[config.mk]
export PLATFORM = sky130hd
export DESIGN_NAME = tx_fifo_hold
export DESIGN_NICKNAME = d
export VERILOG_FILES = /design/src/rtl/tx_fifo_pkg.sv /design/src/rtl/tx_fifo_store.sv /design/src/rtl/tx_fifo_status.sv /design/src/rtl/tx_fifo_hold.sv
export SDC_FILE = /design/constraint.sdc
export NUM_CORES = 1
export LEC_CHECK = 0
export ABC_AREA = 0
export BUFFER_PORTS_ARGS = -buffer_cell sky130_fd_sc_hd__clkbuf_2
export CORE_ASPECT_RATIO = 1.5
export CORE_MARGIN = 1.5
export CORE_UTILIZATION = 45
export DETAILED_ROUTE_END_ITERATION = 10
export PLACE_DENSITY = 0.6
export SYNTH_ARGS = -nofsm -noshare
export SYNTH_HDL_FRONTEND = slang
export SYNTH_HIERARCHICAL = 1
export SYNTH_SLANG_ARGS = --single-unit
[constraint.sdc]
create_clock -name clk_i -period 3.35 [get_ports clk_i]
set_clock_uncertainty 0.05 [all_clocks]
set_input_delay 0.67 -clock clk_i [delete_from_list [all_inputs] [get_ports clk_i]]
set_output_delay 0.67 -clock clk_i [all_outputs]
set_load 0.01 [all_outputs]
[src/rtl/tx_fifo_pkg.sv]
package tx_fifo_pkg;
  parameter int unsigned DATA_W   = 16;
  parameter int unsigned DEPTH    = 16;
  parameter int unsigned LOW_MARK = 4;
  localparam int unsigned AW = $clog2(DEPTH);
  localparam int unsigned LW = AW + 1;
  typedef logic [DATA_W-1:0] word_t;
  typedef logic [LW-1:0]     level_t;
endpackage

[src/rtl/tx_fifo_store.sv]
module tx_fifo_store
  import tx_fifo_pkg::*;
(
  input  logic   clk_i,
  input  logic   rst_ni,
  input  logic   push_i,
  input  word_t  push_data_i,
  input  logic   pop_i,
  output word_t  tx_data_o,
  output level_t level_o,
  output logic   empty_o
);
  word_t         mem_q [DEPTH];
  logic [AW-1:0] wr_ptr_q, rd_ptr_q;
  level_t        level_q;
  word_t         hold_q;

  logic full, empty, do_push, do_pop;
  assign full    = (level_q == level_t'(DEPTH));
  assign empty   = (level_q == '0);
  assign do_push = push_i && !full;
  assign do_pop  = pop_i && !empty;

  always_ff @(posedge clk_i) begin
    if (do_push) mem_q[wr_ptr_q] <= push_data_i;
  end

  always_ff @(posedge clk_i or negedge rst_ni) begin
    if (!rst_ni) begin
      wr_ptr_q <= '0;
      rd_ptr_q <= '0;
      level_q  <= '0;
      hold_q   <= '0;
    end else begin
      if (do_push) wr_ptr_q <= wr_ptr_q + 1'b1;
      if (do_pop) begin
        rd_ptr_q <= rd_ptr_q + 1'b1;
        hold_q   <= mem_q[rd_ptr_q];
      end
      // empty fetch: hold_q keeps last delivered word
      case ({do_push, do_pop})
        2'b10:   level_q <= level_q + 1'b1;
        2'b01:   level_q <= level_q - 1'b1;
        default: level_q <= level_q;
      endcase
    end
  end

  assign tx_data_o = hold_q;
  assign level_o   = level_q;
  assign empty_o   = empty;

  p_level_bound_r3: assert property (@(posedge clk_i) disable iff (!rst_ni)
    level_q <= level_t'(DEPTH));
  p_full_drop_r3: assert property (@(posedge clk_i) disable iff (!rst_ni)
    (push_i && !pop_i && level_q == level_t'(DEPTH)) |=> level_q == level_t'(DEPTH));
  p_hold_r6: assert property (@(posedge clk_i) disable iff (!rst_ni)
    (pop_i && level_q == '0) |=> $stable(hold_q));
  p_simul_r11: assert property (@(posedge clk_i) disable iff (!rst_ni)
    (push_i && pop_i && level_q != '0 && level_q != level_t'(DEPTH)) |=> $stable(level_q));
endmodule

[src/rtl/tx_fifo_status.sv]
module tx_fifo_status
  import tx_fifo_pkg::*;
(
  input  logic   clk_i,
  input  logic   rst_ni,
  input  level_t level_i,
  input  logic   empty_fetch_i,
  input  logic   srq_mask_i,
  input  logic   unr_clr_i,
  output logic   srq_o,
  output logic   srq_irq_o,
  output logic   unr_o,
  output logic   unr_irq_o
);
  logic unr_q;

  always_ff @(posedge clk_i or negedge rst_ni) begin
    if (!rst_ni)            unr_q <= 1'b0;
    else if (empty_fetch_i) unr_q <= 1'b1;   // set beats clear
    else if (unr_clr_i)     unr_q <= 1'b0;
  end

  assign srq_o     = (level_i < level_t'(LOW_MARK));
  assign srq_irq_o = srq_o && srq_mask_i;
  assign unr_o     = unr_q;
  assign unr_irq_o = unr_q;

  p_unr_set_r6: assert property (@(posedge clk_i) disable iff (!rst_ni)
    empty_fetch_i |=> unr_q);
  p_unr_sticky_r7: assert property (@(posedge clk_i) disable iff (!rst_ni)
    (unr_q && !unr_clr_i) |=> unr_q);
  p_unr_clear_r7: assert property (@(posedge clk_i) disable iff (!rst_ni)
    (unr_clr_i && !empty_fetch_i) |=> !unr_q);
  p_clr_collide_r8: assert property (@(posedge clk_i) disable iff (!rst_ni)
    (unr_clr_i && empty_fetch_i) |=> unr_q);
  p_srq_high_r4: assert property (@(posedge clk_i) disable iff (!rst_ni)
    (level_i == '0) |-> srq_o);
endmodule

[src/rtl/tx_fifo_hold.sv]
module tx_fifo_hold
  import tx_fifo_pkg::*;
(
  input  logic              clk_i,
  input  logic              rst_ni,
  input  logic              push_i,
  input  logic [DATA_W-1:0] push_data_i,
  input  logic              pop_i,
  output logic [DATA_W-1:0] tx_data_o,
  output logic [LW-1:0]     level_o,
  input  logic              srq_mask_i,
  output logic              srq_o,
  output logic              srq_irq_o,
  input  logic              unr_clr_i,
  output logic              unr_o,
  output logic              unr_irq_o
);
  logic empty;

  tx_fifo_store u_store (
    .clk_i       (clk_i),
    .rst_ni      (rst_ni),
    .push_i      (push_i),
    .push_data_i (push_data_i),
    .pop_i       (pop_i),
    .tx_data_o   (tx_data_o),
    .level_o     (level_o),
    .empty_o     (empty)
  );

  tx_fifo_status u_status (
    .clk_i         (clk_i),
    .rst_ni        (rst_ni),
    .level_i       (level_o),
    .empty_fetch_i (pop_i && empty),
    .srq_mask_i    (srq_mask_i),
    .unr_clr_i     (unr_clr_i),
    .srq_o         (srq_o),
    .srq_irq_o     (srq_irq_o),
    .unr_o         (unr_o),
    .unr_irq_o     (unr_irq_o)
  );

  p_irq_follow_r9: assert property (@(posedge clk_i) disable iff (!rst_ni)
    unr_irq_o == unr_o);
endmodule

==> reports/results.tsv <==
metric	value	unit
first-pass GRT wire length	35.27	mm
synth unique cells	36	
overall routed net length	23.20	mm
mean post-synth cell area	20.48	µm²
Synth Warn #	6	
Ant. Diodes	0	
switching share of power	29.72	%
syn_nets	574	
fin crit period	3110	ps
clk sinks	286	
Switch Pwr	3215	µW
area delta synth->final	15.39	%
Leakage	0.004372	µW
share of layout cells above drive strength 1	32.08	%
post-synthesis mux area share	14.67	%
Vias/cell	5.522	
Compound-Gate Fraction of Synth Area	2.413	%
Starting DRT DRC Count	434	
Post-Synth XOR/XNOR Area	0.7892	%
fillers	1970	
final-report max-slew violation count	0	
Synth Area in Simple Gates	2.988	%
adder-cell share of the synthesized area	1.195	%
routability congestion estimate	0.7911	
Overflow after GRT	0	
CP Launch Type	flop	
clock share of power	28.3	%
CP Class	flop to flop	
final setup fails	0	
vias in the first global route	5647	
power per cell area	844.6	mW/mm²
setup_tns	0	ps
Max Clock Freq	321.6	MHz
die width	131.2	µm
Routed Antenna Nets	0	
worst skew pair latency	520	ps
post_cts resized	0	
met3 GRT Util	2.414	%
die area	0.02563	mm²
Hold WS	173.8	ps
worst-path fanout max	9	
setup bufs post-CTS	0	
CP max stage cell	or4_4	
Yosys reg bits	286	
die height	195.3	µm
Max Cap Violations	0	
outcome	finished clean	
DP Cell Count	916	
initial cell density of the core	45.58	%
M2 GR Usage	33.49	%
routed len/inst	24.09	µm
critical-path cell list	or4_4 > o21a_1 > inv_2 > ha_1 > inv_1 > fa_1 > nor2b_1 > o21ai_1 > nand3_1 > or3b_1 > xnor2_1	
Final Hold Vio Count	0	
synthesized cell area	0.01110	mm²
pre-CTS setup slack	243.1	ps
CTS Hold Buffers Added	0	
dpl hpwl	14.22	mm
clock buffer depth	3	
most common library cell in the layout ignoring fill and taps	edfxtp_1	
GR Util met1	23.65	%
root buf cell	clkbuf_16	
Synth Instances	542	
largest family of logic cells by synthesized area	multiplexers	
Hold WC Path Type	input port to async pin	
DRC Markers	0	
Worst-path clk slew	70	ps
Sequential Power Share	43.1	%
Worst slew margin	45.46	%
busiest grt layer	met2	
Pre-Repair DR Iteration Count	4	
via count	5318	
Core Region	0.02435	mm²
nets	652	
Worst Path Buf+Inv	2	
Cell Int Power	7601	µW
Crit path max-delay family	simple AND/OR/NAND/NOR gates	
CTS H-tree depth	1	
Total Power	10820	µW
worst path required time	3710	ps
Worst path max stage delay	560	ps
RSZ-0062 raised after global routing	no	
Num CTS Buffers	26	
sequential area share after synthesis	76.03	%
part of the cycle the worst path needs	92.82	%
Comb pwr share	28.5	%
GRT Overall Usage	18.63	%
most frequent cells in the layout	256 x edfxtp_1, 64 x mux4_2, 46 x clkbuf_2, 44 x nand2_1, 30 x buf_4	
row count	70	
PnR worst setup slack	240.5	ps
Critical Path End Type	flop	
Finished Layout Cells	963	
initial antenna violation count	0	
num ports	47	
peak supply drop	516.8	µV
measured slew at the worst slew-check pin	818.1	ps
input/output buffers	46	
CTS tree	done	
largest net degree at the start of global routing	53	
critical path arrival	3470	ps
cell families (layout without fill, tap and decap cells):
logic type	count (synthesis)	in the layout
xor+xnor	10	10
compound gates	40	40
flops	286	286
mux	81	81
buf+inv	40	137
fa+ha+maj	10	10
simple gates	75	75
metrics by stage:
step	area (µm²)	utilization, %
after global placement	11900	48.89
after floorplan	11100	-
after global routing	12810	52.60
after detailed placement	11900	48.89
after CTS	12810	52.60
final	12810	52.60
cell type report:
cell class              instances  area [µm²]  area share (%)
clock buffers                  36       792.0           6.185
clock inverters                11       110.1          0.8598
inverters                      10       37.54          0.2931
multi-input cells             216        2482           19.38
flip-flops and latches        286        8443           65.93
well taps                     324       405.4           3.166
repair buffers                 80       535.5           4.182
power by group through the flow:
stage,sequential [µW],clock (µW),combinational [µW]
floorplan,4680,0,2150
global placement,4710,0,3080
detailed placement,4740,0,3140
CTS,4670,3140,3150
global route,4710,3270,3330
finish,4660,3070,3090
flip-flops by register name, summed over array words and instances, names as in the netlist:
signal,count
u_status/unr_irq_o,1
u_store/level_o,5
u_store/mem_q,256
u_store/rd_ptr_q,4
u_store/tx_data_o,16
u_store/wr_ptr_q,4
layer usage:
| metal | part of all wire [%] | vias to the layer above |
|---|---|---|
| met5 | 0 | - |
| met4 | 2.3 | 0 |
| met3 | 4.1 | 27 |
| met2 | 54 | 133 |
| met1 | 40 | 2822 |
| li1 | - | 2336 |
worst paths after layout:
kind,start,end,slack (ps),depth (start not counted)
min,rst_ni,u_store/tx_data_o[5],170,1
min reg2reg,u_store/tx_data_o[10],u_store/tx_data_o[10],430,2
max,u_store/level_o[0],u_store/level_o[4],240,11
min in group clk_i,unr_clr_i,u_status/unr_irq_o,350,3
max reg2reg,u_store/level_o[0],u_store/level_o[4],240,11
max in group asynchronous,rst_ni,u_store/rd_ptr_q[2],2480,1
Yosys cell counts (all sizes together):
library cell	count	share of area [%]
o221ai	15	1.2
or2	1	0.056
inv	10	0.34
nand2	45	1.5
ha	9	1.0
xor2	2	0.16
a21oi	2	0.090
nand4	2	0.11
nor3	5	0.27
mux2i	16	1.4
or4	1	0.10
and2	2	0.11
mux4	65	13
or3b	1	0.079
nor2	13	0.44
nor2b	1	0.056
nand3	1	0.045
o21ai	20	0.94
edfxtp	256	69
o21a	1	0.068
clkbuf	10	0.34
dfrtp	30	6.8
fa	1	0.18
a21o	2	0.14
buf	20	1.2
nand2b	3	0.17
xnor2	8	0.63
No activity file was read; power rests on OpenSTA's default activity.
